[src/rtl/pred_pkg.sv]
`timescale 1ns/1ps
package pred_pkg;
    localparam int COND_W = 4;

    typedef enum logic [1:0] {
        ST_IDLE = 2'd0,
        ST_RUN  = 2'd1,
        ST_LAST = 2'd2
    } blk_state_e;

    // condition pairs selected by the upper three code bits
    typedef enum logic [2:0] {
        CP_EQ = 3'd0,
        CP_CS = 3'd1,
        CP_MI = 3'd2,
        CP_VS = 3'd3,
        CP_HI = 3'd4,
        CP_GE = 3'd5,
        CP_GT = 3'd6,
        CP_AL = 3'd7
    } cond_pair_e;

    typedef struct packed {
        logic n;
        logic z;
        logic c;
        logic v;
    } flags_t;
endpackage

[src/rtl/pred_cond_eval.sv]
`timescale 1ns/1ps
module pred_cond_eval
    import pred_pkg::*;
(
    input  logic [COND_W-1:0] cond,
    input  logic [3:0]        nzcv,
    output logic              pass
);
    flags_t     fl;
    cond_pair_e pair;
    logic       raw;

    always_comb begin
        fl   = flags_t'(nzcv);
        pair = cond_pair_e'(cond[COND_W-1:1]);
        raw  = 1'b1;
        unique case (pair)
            CP_EQ:   raw = fl.z;
            CP_CS:   raw = fl.c;
            CP_MI:   raw = fl.n;
            CP_VS:   raw = fl.v;
            CP_HI:   raw = fl.c & ~fl.z;
            CP_GE:   raw = (fl.n == fl.v);
            CP_GT:   raw = ~fl.z & (fl.n == fl.v);
            CP_AL:   raw = 1'b1;
            default: raw = 1'b1;
        endcase
        // the low code bit inverts every pair except the always pair
        pass = (pair == CP_AL) ? 1'b1 : (raw ^ cond[0]);
    end
endmodule

[src/rtl/pred_mask_build.sv]
`timescale 1ns/1ps
module pred_mask_build #(
    parameter int MAX_SLOTS = 4,
    parameter int LEN_W     = $clog2(MAX_SLOTS)
) (
    input  logic                 base_lsb,
    input  logic [MAX_SLOTS-2:0] sel,
    input  logic [LEN_W-1:0]     len,
    output logic [MAX_SLOTS-1:0] mask
);
    // slot k+2 sits at bit MAX_SLOTS-1-k; the terminator follows the last slot
    for (genvar k = 0; k < MAX_SLOTS; k++) begin : g_bit
        if (k < MAX_SLOTS - 1) begin : g_slot
            assign mask[MAX_SLOTS-1-k] = (LEN_W'(k) < len)  ? (base_lsb ^ sel[k])
                                                            : (LEN_W'(k) == len);
        end else begin : g_tail
            assign mask[0] = (len == LEN_W'(MAX_SLOTS - 1));
        end
    end
endmodule

[src/rtl/pred_seq.sv]
`timescale 1ns/1ps
module pred_seq
    import pred_pkg::*;
#(
    parameter int MAX_SLOTS = 4,
    parameter int SW        = COND_W + MAX_SLOTS
) (
    input  logic                 clk,
    input  logic                 rst_n,
    input  logic                 restore_vld,
    input  logic [SW-1:0]        restore_state,
    input  logic                 load,
    input  logic [COND_W-1:0]    load_cond,
    input  logic [MAX_SLOTS-1:0] load_mask,
    input  logic                 advance,
    output logic [COND_W-1:0]    cond_q,
    output logic [MAX_SLOTS-1:0] mask_q,
    output logic                 is_active,
    output logic                 is_last
);
    localparam logic [MAX_SLOTS-1:0] LAST_MASK = {1'b1, {(MAX_SLOTS-1){1'b0}}};
    localparam logic [MAX_SLOTS-1:0] NO_MASK   = '0;

    blk_state_e           st_q, st_d;
    logic [COND_W-1:0]    cond_d;
    logic [MAX_SLOTS-1:0] mask_d;

    // next-state logic
    always_comb begin
        cond_d = cond_q;
        mask_d = mask_q;
        if (restore_vld) begin
            if (restore_state[MAX_SLOTS-1:0] == NO_MASK) begin
                cond_d = '0;
                mask_d = '0;
            end else begin
                cond_d = restore_state[SW-1:MAX_SLOTS];
                mask_d = restore_state[MAX_SLOTS-1:0];
            end
        end else if (load) begin
            cond_d = load_cond;
            mask_d = load_mask;
        end else if (advance) begin
            unique case (st_q)
                ST_LAST: begin
                    cond_d = '0;
                    mask_d = '0;
                end
                ST_RUN: begin
                    cond_d = {cond_q[COND_W-1:1], mask_q[MAX_SLOTS-1]};
                    mask_d = mask_q << 1;
                end
                default: begin
                    cond_d = cond_q;
                    mask_d = mask_q;
                end
            endcase
        end

        if (mask_d == NO_MASK)        st_d = ST_IDLE;
        else if (mask_d == LAST_MASK) st_d = ST_LAST;
        else                          st_d = ST_RUN;
    end

    // state register
    always_ff @(posedge clk or negedge rst_n) begin
        if (!rst_n) begin
            st_q   <= ST_IDLE;
            cond_q <= '0;
            mask_q <= '0;
        end else begin
            st_q   <= st_d;
            cond_q <= cond_d;
            mask_q <= mask_d;
        end
    end

    // outputs
    always_comb begin
        unique case (st_q)
            ST_IDLE: begin is_active = 1'b0; is_last = 1'b0; end
            ST_RUN:  begin is_active = 1'b1; is_last = 1'b0; end
            ST_LAST: begin is_active = 1'b1; is_last = 1'b1; end
            default: begin is_active = 1'b0; is_last = 1'b0; end
        endcase
    end
endmodule

[src/rtl/pred_block_tracker.sv]
`timescale 1ns/1ps
module pred_block_tracker
    import pred_pkg::*;
#(
    parameter int MAX_SLOTS = 4,
    parameter int LEN_W     = $clog2(MAX_SLOTS),
    parameter int SW        = COND_W + MAX_SLOTS
) (
    input  logic                 clk,
    input  logic                 rst_n,
    input  logic                 open_vld,
    input  logic [COND_W-1:0]    open_cond,
    input  logic [MAX_SLOTS-2:0] open_sel,
    input  logic [LEN_W-1:0]     open_len,
    input  logic                 retire,
    input  logic                 ins_branch,
    input  logic                 ins_narrow,
    input  logic                 ins_sets_flags,
    input  logic                 ins_cmp,
    input  logic [3:0]           flags_nzcv,
    input  logic                 restore_vld,
    input  logic [SW-1:0]        restore_state,
    output logic [SW-1:0]        state_out,
    output logic                 active,
    output logic                 last_slot,
    output logic                 exec_ok,
    output logic                 open_err,
    output logic                 branch_err,
    output logic                 flag_err
);
    logic [MAX_SLOTS-1:0] new_mask;
    logic [COND_W-1:0]    cur_cond;
    logic [MAX_SLOTS-1:0] cur_mask;
    logic                 cond_pass;
    logic                 load;
    logic                 advance;

    pred_mask_build #(.MAX_SLOTS(MAX_SLOTS), .LEN_W(LEN_W)) u_mask (
        .base_lsb (open_cond[0]),
        .sel      (open_sel),
        .len      (open_len),
        .mask     (new_mask)
    );

    assign load    = open_vld & ~active;
    assign advance = retire & active;

    pred_seq #(.MAX_SLOTS(MAX_SLOTS), .SW(SW)) u_seq (
        .clk           (clk),
        .rst_n         (rst_n),
        .restore_vld   (restore_vld),
        .restore_state (restore_state),
        .load          (load),
        .load_cond     (open_cond),
        .load_mask     (new_mask),
        .advance       (advance),
        .cond_q        (cur_cond),
        .mask_q        (cur_mask),
        .is_active     (active),
        .is_last       (last_slot)
    );

    pred_cond_eval u_eval (
        .cond (cur_cond),
        .nzcv (flags_nzcv),
        .pass (cond_pass)
    );

    assign state_out  = {cur_cond, cur_mask};
    assign exec_ok    = ~active | cond_pass;
    assign open_err   = open_vld & active;
    assign branch_err = advance & ins_branch & ~last_slot;
    assign flag_err   = advance & ins_narrow & ins_sets_flags & ~ins_cmp;
endmodule

[config.mk]
export PLATFORM = sky130hd
export DESIGN_NAME = pred_block_tracker
export DESIGN_NICKNAME = d
export VERILOG_FILES = /design/src/rtl/pred_pkg.sv /design/src/rtl/pred_cond_eval.sv /design/src/rtl/pred_mask_build.sv /design/src/rtl/pred_seq.sv /design/src/rtl/pred_block_tracker.sv
export SDC_FILE = /design/constraint.sdc
export NUM_CORES = 1
export LEC_CHECK = 0
export ABC_AREA = 1
export BUFFER_PORTS_ARGS = -buffer_cell sky130_fd_sc_hd__buf_4
export CORE_ASPECT_RATIO = 1.1
export CORE_MARGIN = 2
export CORE_UTILIZATION = 44
export CTS_CLUSTER_DIAMETER = 30
export DETAILED_ROUTE_END_ITERATION = 10
export MAX_ROUTING_LAYER = met4
export PLACE_DENSITY = 0.8
export SETUP_SLACK_MARGIN = 0.02
export SLEW_MARGIN = 5
export SYNTH_ARGS = -nofsm -noshare
export SYNTH_HDL_FRONTEND = slang
export SYNTH_SLANG_ARGS = --single-unit
[constraint.sdc]
create_clock -name clk -period 2 [get_ports clk]
set_input_delay 0.3 -clock clk [delete_from_list [all_inputs] [get_ports clk]]
set_output_delay 0.3 -clock clk [all_outputs]
set_load 0.03 [all_outputs]
* Yosys cells after proc, flatten, opt, wreduce, memory -nomap -nowiden
Cells that the tools add are included. W data, S select, Z words.
Word-level totals: output and inout port bits 14, input bits 30, flip-flop bits (word level) 10
Operators by class: reductions and logical operators 10, equal/unequal tests 15, magnitude comparators 3, mux-type cells 19, bitwise gates (word level) 19
Operator list (number):
- $mux W4 | 8
- $pmux W4 S2 | 2
- $eq A3 B3 Y1 const B | 4
- $and A1 B1 Y1 | 10
- $logic_not A4 Y1 | 2
- $pmux W1 S8 | 1
- $eq A3 B2 Y1 const B | 2
- $mux W1 | 6
- $reduce_bool A3 Y1 | 2
- $eq A2 B2 Y1 const B | 2
- $eq A4 B4 Y1 const B | 1
- $lt A1 B2 Y1 const A | 2
- $mux W2 | 2
- $not A1 Y1 | 4
- $reduce_bool A4 Y1 | 1
- $xor A1 B1 Y1 | 4
- $eq A3 B1 Y1 const B | 1
- $logic_not A3 Y1 | 1
- $ne A3 B3 Y1 const B | 1
- $reduce_and A3 Y1 | 1
- $eq A1 B2 Y1 const A | 1
- $eq A2 B1 Y1 const B | 1
- $eq A2 B2 Y1 const A | 1
- $logic_not A2 Y1 | 1
- other kinds (5) | 5

* Logic depth before layout (Yosys ltp)
Gate-level depths: netlist of the first run.
word-level depth 10, mapped depth 10

* By module
Synthesis of the first run repeated with hierarchy kept, for this count alone.
Unflattened totals: cells, all modules 159, area total of the unflattened synthesis 949.7 µm²
By module, submodules not included:
- pred_seq | cells each 92, area each 679.4 µm², times used 1, seq. area each 250.2 µm²
- pred_cond_eval | cells each 30, area each 125.1 µm², times used 1, seq. area each 0.0 µm²
- pred_mask_build | cells each 22, area each 87.6 µm², times used 1, seq. area each 0.0 µm²
- pred_block_tracker | cells each 15, area each 57.6 µm², times used 1, seq. area each 0.0 µm²

* Worst setup path after synthesis of the first run
Ideal clock, no wire load.
path kind register to output, from reg u_seq.st_q[0], to out flag_err, path slack -0.081 ns, arrival 1.781 ns, cell stages (with the launch flop) 6, path through dfrtp_1 > inv_1 > ha_1 > inv_1 > nand2_2 > nor3_1
Between the ends: longest elaborated chain between the ends 7, elaborated cells between the ends (all ways) 8, classes of those cells eq/ne: 2; mux: 1; bitwise: 4; reduce/logical: 1
Ends and longest elaborated chain:
- from (decl) | line pred_seq.sv:24 | blk_state_e st_q, st_d;
- from (signal assigned) | line pred_seq.sv:72 | st_q <= st_d;
- $eq A2 B1 Y1 or $eq A2 B2 Y1 (tied branches) | line pred_seq.sv:80 | unique case (st_q)
- $reduce_or A2 Y1 (no line) *
- $mux W1 * | line pred_seq.sv:80
- net active | line pred_block_tracker.sv:24 | output logic active,
- $and A1 B1 Y1 * | line pred_block_tracker.sv:46 | assign advance = retire & active;
- $and A1 B1 Y1 * (3 in a row) | line pred_block_tracker.sv:73 | assign flag_err = advance & ins_narrow & ins_sets_flags & ~ins_cmp;
- to (decl) | line pred_block_tracker.sv:29 | output logic flag_err
Mark *: on every way through the listed nets, which the timed path passes. The rest lies on a longest branch.

* Worst setup path in the final report of the first run
from reg u_seq.cond_q[2], to out exec_ok
Between the ends: longest elaborated chain between the ends 5, elaborated cells between the ends (all ways) 12, classes of those cells eq/ne: 7; mux: 2; bitwise: 2; reduce/logical: 1
Ends and longest elaborated chain:
- from (decl) | line pred_seq.sv:16 | output logic [COND_W-1:0] cond_q,
- from (signal assigned) | line pred_seq.sv:73 | cond_q <= cond_d;
- $eq A3 B3 Y1, or another cell as far along | line pred_cond_eval.sv:17, pred_cond_eval.sv:29
- $pmux W1 S8 | line pred_cond_eval.sv:17 | unique case (pair)
- $xor A1 B1 Y1 | line pred_cond_eval.sv:29 | pass = (pair == CP_AL) ? 1'b1 : (raw ^ cond[0]);
- $mux W1 * | line pred_cond_eval.sv:29
- $or A1 B1 Y1 * | line pred_block_tracker.sv:70 | assign exec_ok = ~active | cond_pass;
- to (decl) | line pred_block_tracker.sv:26 | output logic exec_ok,
Mark *: on every way between the ends. The rest lies on a longest branch, timed or not.

==> impl_metrics.json, run 1 <==
{
  "wirelength_um": 2392,
  "place_inst": 212,
  "final_util_pct": 69.23,
  "fin_setup_tns_ns": 0,
  "diodes": 0,
  "slew_headroom_pct": 77.85,
  "crit_path_top_delay_cell": "dfrtp_1",
  "rrSetupSlack_ns": 0.41,
  "crit_start": "u_seq.cond_q[2]",
  "rsz0062_at_grt": "false",
  "hold_viol": 0,
  "grt_max_degree": 11,
  "grt_pass1_vias": 961,
  "fin_area_um2": 1261,
  "internal-power_mw": 0.4789,
  "p_seq_share_pct": 31.3,
  "synth_nets": 175,
  "pin_count": 44,
  "clockRootBuffer": "clkbuf_4",
  "grt_antenna_before_repair": 0,
  "rows": 16,
  "ir_drop_mv": 0.3596,
  "sw_frac_of_total_pct": 43.75,
  "hold_class": "in -> reg",
  "syn_inst": 143,
  "cp.arrival_ns": 1.59,
  "critPathLaunchType": "flip-flop",
  "place_area_um2": 1214,
  "grt_pass1_wl_um": 3781,
  "gp_congestion": 0.9337,
  "avgSynthCellArea_um2": 6.037,
  "crit_path_end": "exec_ok",
  "period_share_pct": 94.35,
  "vias_per_cell": 5.051,
  "r2r_start": "u_seq.st_q[1]",
  "critPathBufInv": 2,
  "clock_latency_ns": 0.27,
  "outcome": "complete, no violations",
  "start_util_pct": 47.39,
  "leakagePower_nw": 0.7226,
  "power.switching_mw": 0.3724,
  "netlist_area_um2": 863.3,
  "die-height_um": 50.46,
  "path_max_fanout": 5,
  "cp.depth": 7,
  "pwr-share-comb_pct": 52.6,
  "path_cells": "inv_1 -> nand3_1 -> or2_2 -> nand3_1 -> nand2_1 -> nand2_1 -> buf_4",
  "r2r-end": "u_seq.st_q[1]",
  "port_buffers": 43,
  "total_power_mw": 0.8513,
  "drv.max_cap_violation_count": 0,
  "worst_clock_skew_ns": 0.003308,
  "hpwl_um": 1991,
  "numCtsBuffers": 3,
  "clock_power_share_pct": 16.1,
  "wl_per_cell_um": 11.07,
  "ys_types": 21,
  "worst-r2r-cell-count": 8,
  "numClockSinks": 10,
  "synth_area_leaders": "dfrtp_1, nand2_1, nand3_1",
  "required_ns": 1.70,
  "grt_usage_pct": 22.60,
  "slew_viol_final": 0,
  "synth_top_area_share_pct": 28.99,
  "htreeDepth": 1,
  "overflow": 0,
  "cts.clk_slew.worst_paths_ns": 0.06,
  "layout_commonest_cell": "nand2_1",
  "drtPass1Iterations": 6,
  "syn2layout_area_growth_pct": 46.09,
  "finalCriticalPeriod_ns": 1.887,
  "max_freq_ghz": 0.5300,
  "crit_family": "simple AND/OR/NAND/NOR gates",
  "dieArea_um2": 2333,
  "synth_top_cell_by_area": "dfrtp_1",
  "drive_gt1_share_pct": 31.22,
  "stdcell_count": 216,
  "clockBufferDepth": 2,
  "powerDensity_nw_per_um2": 675.0,
  "die_x_um": 46.24,
  "most-common-layout-cells": "nand2_1, buf_4, inv_1",
  "drt-initial-drc-count": 29,
  "drc": 0,
  "core-area_um2": 1822,
  "ant_nets": 0,
  "crit_type": "reg -> out",
  "end_kind": "output pin",
  "cts_tree": "built",
  "ys_ff_latch": 10,
  "nNetsFinal": 223,
  "seq_area_frac_synth_pct": 28.99,
  "worst_pin_slew_ns": 0.3288,
  "max_stage_delay_ns": 0.43,
  "vias": 1091,
  "ys_warn_count": 0,
  "setup_violations": 0
}
-- stage by stage --
stage	hold slack [ns]	setup slack, ns
6_report	0.2493	0.1131
5_1_grt	0.2591	0.02318
4_1_cts	0.2464	0.04740
3_5_place_dp	0.1342	0.3409
3_3_place_gp	0.1324	0.3988
2_1_floorplan	0.004409	0.1741
-- cells by family (layout without fill, tap and decap cells) --
group                      after synthesis  in the layout  synth area share, %
AOI/OAI and AO/OA                       13             13                9.421
buffers and inverters                   28             74                13.04
DFF                                     10             10                28.99
adders and majority gates                2              2                2.898
and+or+nand+nor                         90             90                45.65
-- worst min-delay path: cells and delay by family --
family | cells | cell delay, ns
buffers and inverters | 1 | 0.08
and+or+nand+nor | 2 | 0.10
-- routing by layer --
| layer | part of all wire [%] | global-route usage, % | vias to the layer above |
|---|---|---|---|
| li1 | - | - | 548 |
| met1 | 42 | 26.86 | 480 |
| met2 | 48 | 36.57 | 56 |
| met3 | 6.9 | 2.878 | 7 |
| met4 | 2.5 | 10.95 | 0 |
| met5 | 0 | - | - |
-- how the worst min path moves through the flow --
stage,startpoint,depth (start not counted),slack (ns),endpoint
after floorplan,rst_n,0,0.004,u_seq.cond_q[0]
after global placement,rst_n,1,0.13,u_seq.mask_q[0]
after detailed placement,rst_n,1,0.13,u_seq.mask_q[0]
after CTS,open_cond[3],3,0.25,u_seq.cond_q[3]
after global routing,open_cond[3],3,0.26,u_seq.cond_q[3]
final,open_cond[3],3,0.25,u_seq.cond_q[3]
-- sequential cells by signal (all words and copies together), names as in the netlist --
register / flops
u_seq.cond_q: 4
u_seq.mask_q: 4
u_seq.st_q: 2
-- power by group through the flow --
stage	Clock, mW	Combinational [mW]	Sequential (mW)
global placement	0	0.425	0.265
CTS	0.140	0.439	0.263
detailed placement	0	0.436	0.266
floorplan	0	0.224	0.312
global route	0.146	0.490	0.270
finish	0.137	0.448	0.266
-- layout make-up --
class | count | area (µm²)
Sequential cell | 10 | 251.5
Fill cell | 161 | 560.5
Inverter | 27 | 101.3
Tap cell | 27 | 33.78
Timing Repair Buffer | 44 | 332.8
Multi-Input combinational cell | 105 | 519.2
Clock buffer | 3 | 22.52
-- repair_timing --
action / CTS / global route
hold buffers: 1 / 0
buffers inserted: 0 / 0
gates resized for setup: 0 / 8
endpoints found under the setup margin: 0 / 2
endpoints found under the hold margin: 10 / 0
-- synth_stat cells (all sizes together) --
| master | n |
|---|---|
| nand3 | 22 |
| ha | 2 |
| o211ai | 2 |
| o21a | 1 |
| a31oi | 1 |
| inv | 27 |
| dfrtp | 10 |
| o31ai | 1 |
| nand4 | 4 |
| nand2 | 47 |
| or2 | 1 |
| buf | 1 |
| a21oi | 2 |
| nor2 | 15 |
| nor3 | 1 |
| o21ai | 6 |
Power figures use the tool's default switching activity.
==> run 2: changes to the inputs <==
==> constraint.sdc (replaced) <==
create_clock -name clk -period 2.1 [get_ports clk]
set_input_delay 0.315 -clock clk [delete_from_list [all_inputs] [get_ports clk]]
set_output_delay 0.315 -clock clk [all_outputs]
set_load 0.03 [all_outputs]
==> impl_metrics.json, run 2 (same netlist as run 1, synthesis figures left out) <==
{
  "start_util_pct": 47.39,
  "fin_setup_tns_ns": 0,
  "period_share_pct": 92.13,
  "diodes": 0,
  "drv.max_cap_violation_count": 0,
  "syn2layout_area_growth_pct": 45.94,
  "die_x_um": 46.24,
  "preCtsSetupSlack_ns": 0.4554,
  "port_buffers": 43,
  "slew_viol_final": 0,
  "rrSetupSlack_ns": 0.49,
  "critPathBufInv": 2,
  "drive_gt1_share_pct": 28.42,
  "critPathLaunchType": "flip-flop",
  "vias_per_cell": 4.912,
  "numClockSinks": 10,
  "max_stage_delay_ns": 0.36,
  "vias": 1066,
  "final_util_pct": 69.16,
  "rows": 16,
  "max_freq_ghz": 0.5169,
  "wl_per_cell_um": 10.74,
  "pin_count": 44,
  "crit_path_top_delay_cell": "ha_1",
  "hold_viol": 0,
  "cts_tree": "built",
  "wirelength_um": 2331,
  "power.switching_mw": 0.3518,
  "layout_commonest_cell": "nand2_1",
  "grt_usage_pct": 23.42,
  "grt_pass1_vias": 979,
  "path_max_fanout": 7,
  "top_regs": "u_seq.cond_q: 4 flops, u_seq.mask_q: 4 flops, u_seq.st_q: 2 flops",
  "slew_headroom_pct": 78.44,
  "worst_clock_skew_ns": 0.005704,
  "setup_violations": 0,
  "gp_congestion": 0.9362,
  "pwr-share-comb_pct": 49.5,
  "finalCriticalPeriod_ns": 1.935,
  "rsz0062_at_grt": "false",
  "clock_power_share_pct": 20.8,
  "fin_area_um2": 1260,
  "crit_family": "simple AND/OR/NAND/NOR gates",
  "cts_setup_buffers": 0,
  "fillers": 185,
  "overflow": 0,
  "clock_latency_ns": 0.27,
  "die-height_um": 50.46,
  "htreeDepth": 1,
  "grt_max_degree": 11,
  "most-common-layout-cells": "nand2_1, buf_4, inv_1",
  "nNetsFinal": 223,
  "crit_type": "reg -> out",
  "hpwl_um": 1984,
  "internal-power_mw": 0.4902,
  "total_power_mw": 0.8420,
  "hold_class": "in -> reg",
  "p_seq_share_pct": 29.7,
  "ir_drop_mv": 0.3679,
  "grt_antenna_before_repair": 0,
  "numCtsBuffers": 3,
  "core-area_um2": 1822,
  "fin_ws_ns": 0.1652,
  "path_cells": "inv_1 -> ha_1 -> nor2_2 -> nand2_1 -> nor2_1 -> buf_4",
  "worst_pin_slew_ns": 0.3199,
  "cts.clk_slew.worst_paths_ns": 0.07,
  "outcome": "complete, no violations",
  "clockBufferDepth": 2,
  "ant_nets": 0,
  "end_kind": "output pin",
  "grt_pass1_wl_um": 3926,
  "drc": 0,
  "sw_frac_of_total_pct": 41.78,
  "drt-initial-drc-count": 13,
  "dieArea_um2": 2333,
  "required_ns": 1.78,
  "powerDensity_nw_per_um2": 668.3,
  "clockRootBuffer": "clkbuf_4",
  "cp.arrival_ns": 1.62,
  "drtPass1Iterations": 4,
  "leakagePower_nw": 0.7320,
  "place_area_um2": 1214
}
==> run 2: path summary, 6_finish.rpt <==
path | startpoint | end | cells after the start
max in group asynchronous | rst_n | u_seq.cond_q[3] | 2
setup / recovery | u_seq.st_q[0] | branch_err | 6
hold reg to reg | u_seq.cond_q[0] | u_seq.cond_q[0] | 2
min in group asynchronous | rst_n | u_seq.mask_q[1] | 2
hold / removal | open_cond[2] | u_seq.cond_q[2] | 3
setup reg to reg | u_seq.st_q[0] | u_seq.st_q[1] | 8
==> run 2: worst min-delay path: cells and delay by family <==
kind	cells	cell delay (ns)
and+or+nand+nor	2	0.11
buffers and inverters	1	0.08
==> run 2: cell type report <==
class | count | area [µm²] | area share (%)
clock buffer | 4 | 36.28 | 2.880
inverter | 27 | 101.3 | 8.044
sequential | 10 | 250.2 | 19.86
tap | 27 | 33.78 | 2.681
multi-input combinational | 105 | 505.5 | 40.12
timing repair buffer | 44 | 332.8 | 26.42
==> run 2: timing repair <==
action                                  4_1_cts  5_1_grt
hold endpoints to repair                     10        0
gates resized for setup                       0        1
hold buffers                                  1        0
endpoints found under the setup margin        0        1
==> run 2: stage by stage <==
step                hold slack [ns]  instances
floorplan                   0.01941        143
global placement             0.1474        212
detailed placement           0.1501        212
CTS                          0.2648        217
global route                 0.2639        217
finish                       0.2636        217
==> run 2: power by group through the flow <==
stage	clock (mW)	combinational, mW	sequential [mW]
4_1_cts	0.177	0.417	0.250
5_1_grt	0.187	0.458	0.256
6_report	0.175	0.417	0.250
2_1_floorplan	0	0.213	0.297
3_3_place_gp	0	0.405	0.253
3_5_place_dp	0	0.414	0.253
==> run 2: metal layers <==
metal | vias up | wire length (µm) | track usage, %
met5 | - | 0 | -
met3 | 5 | 137 | 3.597
met4 | 0 | 41 | 8.571
met2 | 49 | 1169 | 39.12
met1 | 465 | 983 | 27.60
li1 | 547 | - | -
